===== src/rtl/mem_page_pkg.sv =====
package mem_page_pkg;
  typedef struct packed {
    logic wrLow;
    logic wrHigh;
    logic wrUpper;
  } regStrobes_t;

  typedef enum logic [1:0] {
    RD_NONE,
    RD_LOW,
    RD_HIGH,
    RD_UPPER
  } rdSel_t;
endpackage


===== src/rtl/mem_page_decode.sv =====
module mem_page_decode
  import mem_page_pkg::*;
#(
  parameter int PORT_W = 8,
  parameter logic [PORT_W-1:0] PORT_LOW = 8'd250,
  parameter logic [PORT_W-1:0] PORT_HIGH = 8'd251,
  parameter logic [PORT_W-1:0] PORT_UPPER = 8'd252
) (
  input  logic              clk,
  input  logic              rstN,
  input  logic              ioWrite,
  input  logic [PORT_W-1:0] ioPort,
  output regStrobes_t       strobes,
  output rdSel_t            rdSel
);
  always_comb begin
    strobes = '0;
    rdSel = RD_NONE;
    if (ioPort == PORT_LOW) begin
      rdSel = RD_LOW;
      strobes.wrLow = ioWrite;
    end else if (ioPort == PORT_HIGH) begin
      rdSel = RD_HIGH;
      strobes.wrHigh = ioWrite;
    end else if (ioPort == PORT_UPPER) begin
      rdSel = RD_UPPER;
      strobes.wrUpper = ioWrite;
    end
  end

  AST_ONE_STROBE: assert property (@(posedge clk) disable iff (!rstN)
    $onehot0({strobes.wrLow, strobes.wrHigh, strobes.wrUpper}));
endmodule


===== src/rtl/mem_page_datapath.sv =====
module mem_page_datapath
  import mem_page_pkg::*;
#(
  parameter int PAGE_W = 5,
  parameter int DATA_W = 8
) (
  input  logic              clk,
  input  logic              rstN,
  input  regStrobes_t       strobes,
  input  rdSel_t            rdSel,
  input  logic [DATA_W-1:0] ioWrData,
  output logic [DATA_W-1:0] ioRdData,
  input  logic              splitMode,
  input  logic [1:0]        cpuSec,
  input  logic              cpuWrite,
  output logic [PAGE_W-1:0] physPage,
  output logic              romSel,
  output logic              romHalf,
  output logic              writeEn
);
  localparam int RAM_A_BIT = 5;
  localparam int ROM_D_BIT = 6;
  localparam int WP_A_BIT = 7;
  localparam logic [PAGE_W-1:0] ONE_PAGE = PAGE_W'(1);

  logic [DATA_W-1:0] lowReg, highReg, upperReg;
  logic [PAGE_W-1:0] lowPage, highPage, upperPage;

  always_ff @(posedge clk or negedge rstN) begin
    if (!rstN) begin
      lowReg <= '0;
      highReg <= '0;
      upperReg <= '0;
    end else begin
      if (strobes.wrLow) lowReg <= ioWrData;
      if (strobes.wrHigh) highReg <= ioWrData;
      if (strobes.wrUpper) upperReg <= ioWrData;
    end
  end

  assign lowPage = lowReg[PAGE_W-1:0];
  assign highPage = highReg[PAGE_W-1:0];
  assign upperPage = upperReg[PAGE_W-1:0];

  always_comb begin
    case (rdSel)
      RD_LOW:   ioRdData = lowReg;
      RD_HIGH:  ioRdData = highReg;
      RD_UPPER: ioRdData = upperReg;
      default:  ioRdData = '0;
    endcase
  end

  always_comb begin
    physPage = '0;
    romSel = 1'b0;
    romHalf = 1'b0;
    case (cpuSec)
      2'd0: begin
        if (lowReg[RAM_A_BIT]) physPage = lowPage;
        else romSel = 1'b1;
      end
      2'd1: physPage = lowPage + ONE_PAGE;
      2'd2: physPage = highPage;
      default: begin
        if (lowReg[ROM_D_BIT]) begin
          romSel = 1'b1;
          romHalf = 1'b1;
        end else if (splitMode) begin
          physPage = upperPage;
        end else begin
          physPage = highPage + ONE_PAGE;
        end
      end
    endcase
  end

  assign writeEn = cpuWrite & ~romSel & ~((cpuSec == 2'd0) & lowReg[WP_A_BIT]);

  AST_LOW_LOAD: assert property (@(posedge clk) disable iff (!rstN)
    strobes.wrLow |=> lowReg == $past(ioWrData));
  AST_HIGH_HOLD: assert property (@(posedge clk) disable iff (!rstN)
    !strobes.wrHigh |=> $stable(highReg));
  AST_ROM_NO_WRITE: assert property (@(posedge clk) disable iff (!rstN)
    romSel |-> !writeEn);
  AST_WP_SECTION_A: assert property (@(posedge clk) disable iff (!rstN)
    (cpuSec == 2'd0 && lowReg[WP_A_BIT]) |-> !writeEn);
  AST_READ_NO_WRITE: assert property (@(posedge clk) disable iff (!rstN)
    !cpuWrite |-> !writeEn);
endmodule


===== src/rtl/mem_page_ctrl.sv =====
module mem_page_ctrl
  import mem_page_pkg::*;
#(
  parameter int PAGE_W = 5,
  parameter int DATA_W = 8,
  parameter int PORT_W = 8
) (
  input  logic              clk,
  input  logic              rstN,
  input  logic              ioWrite,
  input  logic [PORT_W-1:0] ioPort,
  input  logic [DATA_W-1:0] ioWrData,
  output logic [DATA_W-1:0] ioRdData,
  input  logic              splitMode,
  input  logic [1:0]        cpuAddrTop,
  input  logic              cpuWrite,
  output logic [PAGE_W-1:0] physPage,
  output logic              romSel,
  output logic              romHalf,
  output logic              writeEn
);
  regStrobes_t strobes;
  rdSel_t rdSel;

  mem_page_decode #(.PORT_W(PORT_W)) i_decode (
    .clk(clk), .rstN(rstN), .ioWrite(ioWrite), .ioPort(ioPort),
    .strobes(strobes), .rdSel(rdSel)
  );

  mem_page_datapath #(.PAGE_W(PAGE_W), .DATA_W(DATA_W)) i_datapath (
    .clk(clk), .rstN(rstN), .strobes(strobes), .rdSel(rdSel),
    .ioWrData(ioWrData), .ioRdData(ioRdData), .splitMode(splitMode),
    .cpuSec(cpuAddrTop), .cpuWrite(cpuWrite), .physPage(physPage),
    .romSel(romSel), .romHalf(romHalf), .writeEn(writeEn)
  );
endmodule


===== config.mk =====
export PLATFORM = sky130hd
export DESIGN_NAME = mem_page_ctrl
export DESIGN_NICKNAME = d
export VERILOG_FILES = /design/src/rtl/mem_page_pkg.sv /design/src/rtl/mem_page_decode.sv /design/src/rtl/mem_page_datapath.sv /design/src/rtl/mem_page_ctrl.sv
export SDC_FILE = /design/constraint.sdc
export NUM_CORES = 1
export LEC_CHECK = 0
export ABC_CLOCK_PERIOD_IN_PS = 3500
export BUFFER_PORTS_ARGS = -buffer_cell sky130_fd_sc_hd__buf_4
export CELL_PAD_IN_SITES_DETAIL_PLACEMENT = 1
export CELL_PAD_IN_SITES_GLOBAL_PLACEMENT = 1
export CORE_ASPECT_RATIO = 1.5
export CORE_MARGIN = 3
export CORE_UTILIZATION = 45
export CTS_BUF_LIST = sky130_fd_sc_hd__clkbuf_4 sky130_fd_sc_hd__clkbuf_8
export DETAILED_ROUTE_END_ITERATION = 6
export PLACE_DENSITY = 0.83
export SLEW_MARGIN = 10
export SYNTH_ARGS = -nofsm -noshare
export SYNTH_HDL_FRONTEND = slang
export SYNTH_HIERARCHICAL = 1
export SYNTH_SLANG_ARGS = --single-unit

===== constraint.sdc =====
create_clock -name clk -period 3.5 [get_ports clk]
set_clock_uncertainty 0.1 [all_clocks]
set_input_delay 0.7 -clock clk [delete_from_list [all_inputs] [get_ports clk]]
set_output_delay 0.7 -clock clk [all_outputs]
set_load 0.01 [all_outputs]

==> flow_summary.yaml <==
status:
  status: "completed"
sta:
  hold_viol: 0
  setup_viol_count_final: 0
  slew_violations: 0
  fin_crit_sh_pct: 91.8
  slew_headroom_pct: 79.8
  fmax_ghz: 0.311
  final.setup.tns_ps: 0
  fin_crit_ps: 3210
  rsz0062_at_grt: "no"
  setup_ws_ps: 286
  tightest_slew_ps: 302
synth:
  ys_top_cells_by_area: "dfrtp_1, mux2_2, a22o_1, mux2_1, a21oi_1"
  synth_top_cell_area_share_pct: 39.7
  synth_warnings: 6
  syn_inst: 142
  seq_area_frac_synth_pct: 39.7
  yosysTopAreaCell: "dfrtp_1"
  synth.avg_cell_area_sq_um: 10.7
  syn_area_sq_um: 1510
  ys_seq_elements: 24
  yosys.cell_types.count: 42
  syn-num-nets: 167
placement:
  gp_congestion: 0.785
  dpl_cell_area_sq_um: 1860
  place_inst: 218
  portBuffers: 38
  dp_slack_ps: 279
  dpl.hpwl_microns: 3320
routing:
  drt_first_pass_iters: 3
  viasPerCell: 5.82
  drcViolationCount: 0
  vias: 1286
  wl_per_cell_microns: 18.9
  drt-total-wl_microns: 4180
  drt_iter0_drc: 20
  ant_nets: 0
setup_path:
  path_common_cell: "buf_4"
  r2r.worst_path.cells: 1
  crit_chain: "buf_4, or3b_1, a211oi_2, buf_4, mux2_1, a22o_1, buf_4"
  critPathCaptureType: "primary output"
  crit_slowest_cell: "or3b_1"
  worstPathMaxFanout: 10
  start_kind: "input pin"
  crit_path_end: "ioRdData[6]"
  crit_type: "input pin to primary output"
  rrSetupSlack_ps: 2520
  slowest_delay_ps: 390
  reg2reg_from: "i_datapath/lowReg[5]"
  startpoint: "ioPort[1]"
  r2r_end: "i_datapath/lowReg[5]"
  required_ps: 2700
  arrival_ps: 2410
clock_tree:
  cts.clk_slew.worst_paths_ps: 80
  worst_skew_pair.late_latency_ps: 260
  cts-htree-levels: 1
  clock_path_buffers: 2
  postCtsSetupBuffers: 0
  clock_sinks: 24
  cts.repair.resized: 0
  cts_buffers: 3
  cts_tree: "yes"
  cts_hold_buf: 0
  root_buffer: "clkbuf_8"
finish:
  antenna_cells_inserted: 0
  final_common_cell: "buf_4"
  final_nets: 208
  instances_no_fill: 221
  layout_common_cells: "buf_4, dfrtp_1, mux2_2"
  finish.utilization_pct: 59.5
  area_growth_pct: 25.5
  design_area_sq_um: 1900
  drive_gt1_share_pct: 41.4
die:
  io_pins: 39
  core_sq_um: 3190
  initial_core_util_pct: 47.4
  num_rows: 25
  die_width_microns: 53.3
  die_height_microns: 77.0
  die-area_sq_um: 4110
grt:
  use_met1_pct: 26.6
  grt_pass1_wl_microns: 7090
  grt_max_degree: 25
  grt_usage_pct: 23.1
  overflow: 0
  antenna_found_initial: 0
  busiest_layer: "met2"
  gr-usage-met2_pct: 40.8
  grt_pass1_vias: 1436
  use_met3_pct: 1.94
pwr:
  power.density_nw_per_um2: 293
  p_leak_nw: 0.933
  vdd_drop_max_v: 0.000383
flow_run:
  drv_cap: 0
worst_hold_path:
  min_path_type: "input pin to asynchronous set/reset pin"
==> sequential cells by signal, indices dropped and copies added (netlist names) <==
name,count
i_datapath/highReg,8
i_datapath/lowReg,8
i_datapath/upperReg,8
==> report_power, final <==
part           internal (mW)  switching, mW  leakage, nW
logic                 0.0490         0.0441        0.585
clock network         0.0769         0.0805       0.0216
registers              0.291         0.0158        0.326
total                  0.417          0.140        0.933
==> critical path: cells and delay by family <==
kind | cells | cell delay [ps]
AND/OR/NAND/NOR | 1 | 390
multiplexers | 1 | 340
AO/OA/AOI/OAI | 2 | 470
buffers and inverters | 3 | 500
==> cell usage after synthesis, drive strengths merged <==
master / instances
o21ai: 8
nand4b: 2
buf: 6
nor3: 3
mux2: 30
o41ai: 1
nand2b: 2
o21bai: 1
inv: 4
nand3b: 1
nand3: 4
a21boi: 1
xor2: 3
a221o: 1
and3: 1
a22o: 9
a32oi: 1
nor4: 2
ha: 2
nand2: 5
dfrtp: 24
a211oi: 2
a211o: 1
nor2: 5
or2: 1
xnor2: 3
clkbuf: 3
nand4: 1
mux2i: 1
nor2b: 4
or3b: 1
o31ai: 1
a21oi: 6
a221oi: 1
a22oi: 1
==> how the worst min path moves through the flow <==
stage	startpoint	to	slack (ps)	depth (start not counted)
6_report	rstN	i_datapath/highReg[6]	220	1
4_1_cts	rstN	i_datapath/upperReg[2]	220	1
2_1_floorplan	rstN	i_datapath/highReg[0]	300	0
5_1_grt	rstN	i_datapath/lowReg[0]	220	1
3_5_place_dp	i_datapath/highReg[7]	i_datapath/highReg[7]	400	1
3_3_place_gp	i_datapath/upperReg[5]	i_datapath/upperReg[5]	390	1
==> metal layers <==
layer | routed length (microns) | vias up
met5 | 0 | -
li1 | - | 606
met4 | 99 | 0
met1 | 1630 | 638
met2 | 2320 | 32
met3 | 132 | 10
==> cell families (layout without fill, tap and decap cells) <==
family,Yosys count,in the layout,synth area share (%)
XOR/XNOR,6,6,3.47
adder cells (fa/ha/maj),2,2,1.65
AO/OA/AOI/OAI,34,34,16.4
buffers and inverters,13,52,3.89
AND/OR/NAND/NOR,32,32,11.9
multiplexers,31,31,23.0
flip-flops,24,24,39.7
==> through the flow <==
| stage | hold slack, ps | power [mW] |
|---|---|---|
| after floorplan | 304 | 0.355 |
| after detailed placement | 399 | 0.405 |
| final | 218 | 0.557 |
| after CTS | 224 | 0.564 |
| after global routing | 220 | 0.591 |
| after global placement | 390 | 0.398 |
==> cell type report <==
cell class | instances | area [sq um]
Multi-Input combinational cell | 105 | 853
Fill cell | 373 | 1290
Inverter | 4 | 15.0
Timing Repair Buffer | 45 | 338
Clock buffer | 3 | 41.3
Tap cell | 40 | 50.0
Sequential cell | 24 | 601
No activity file was read; power rests on OpenSTA's default activity.
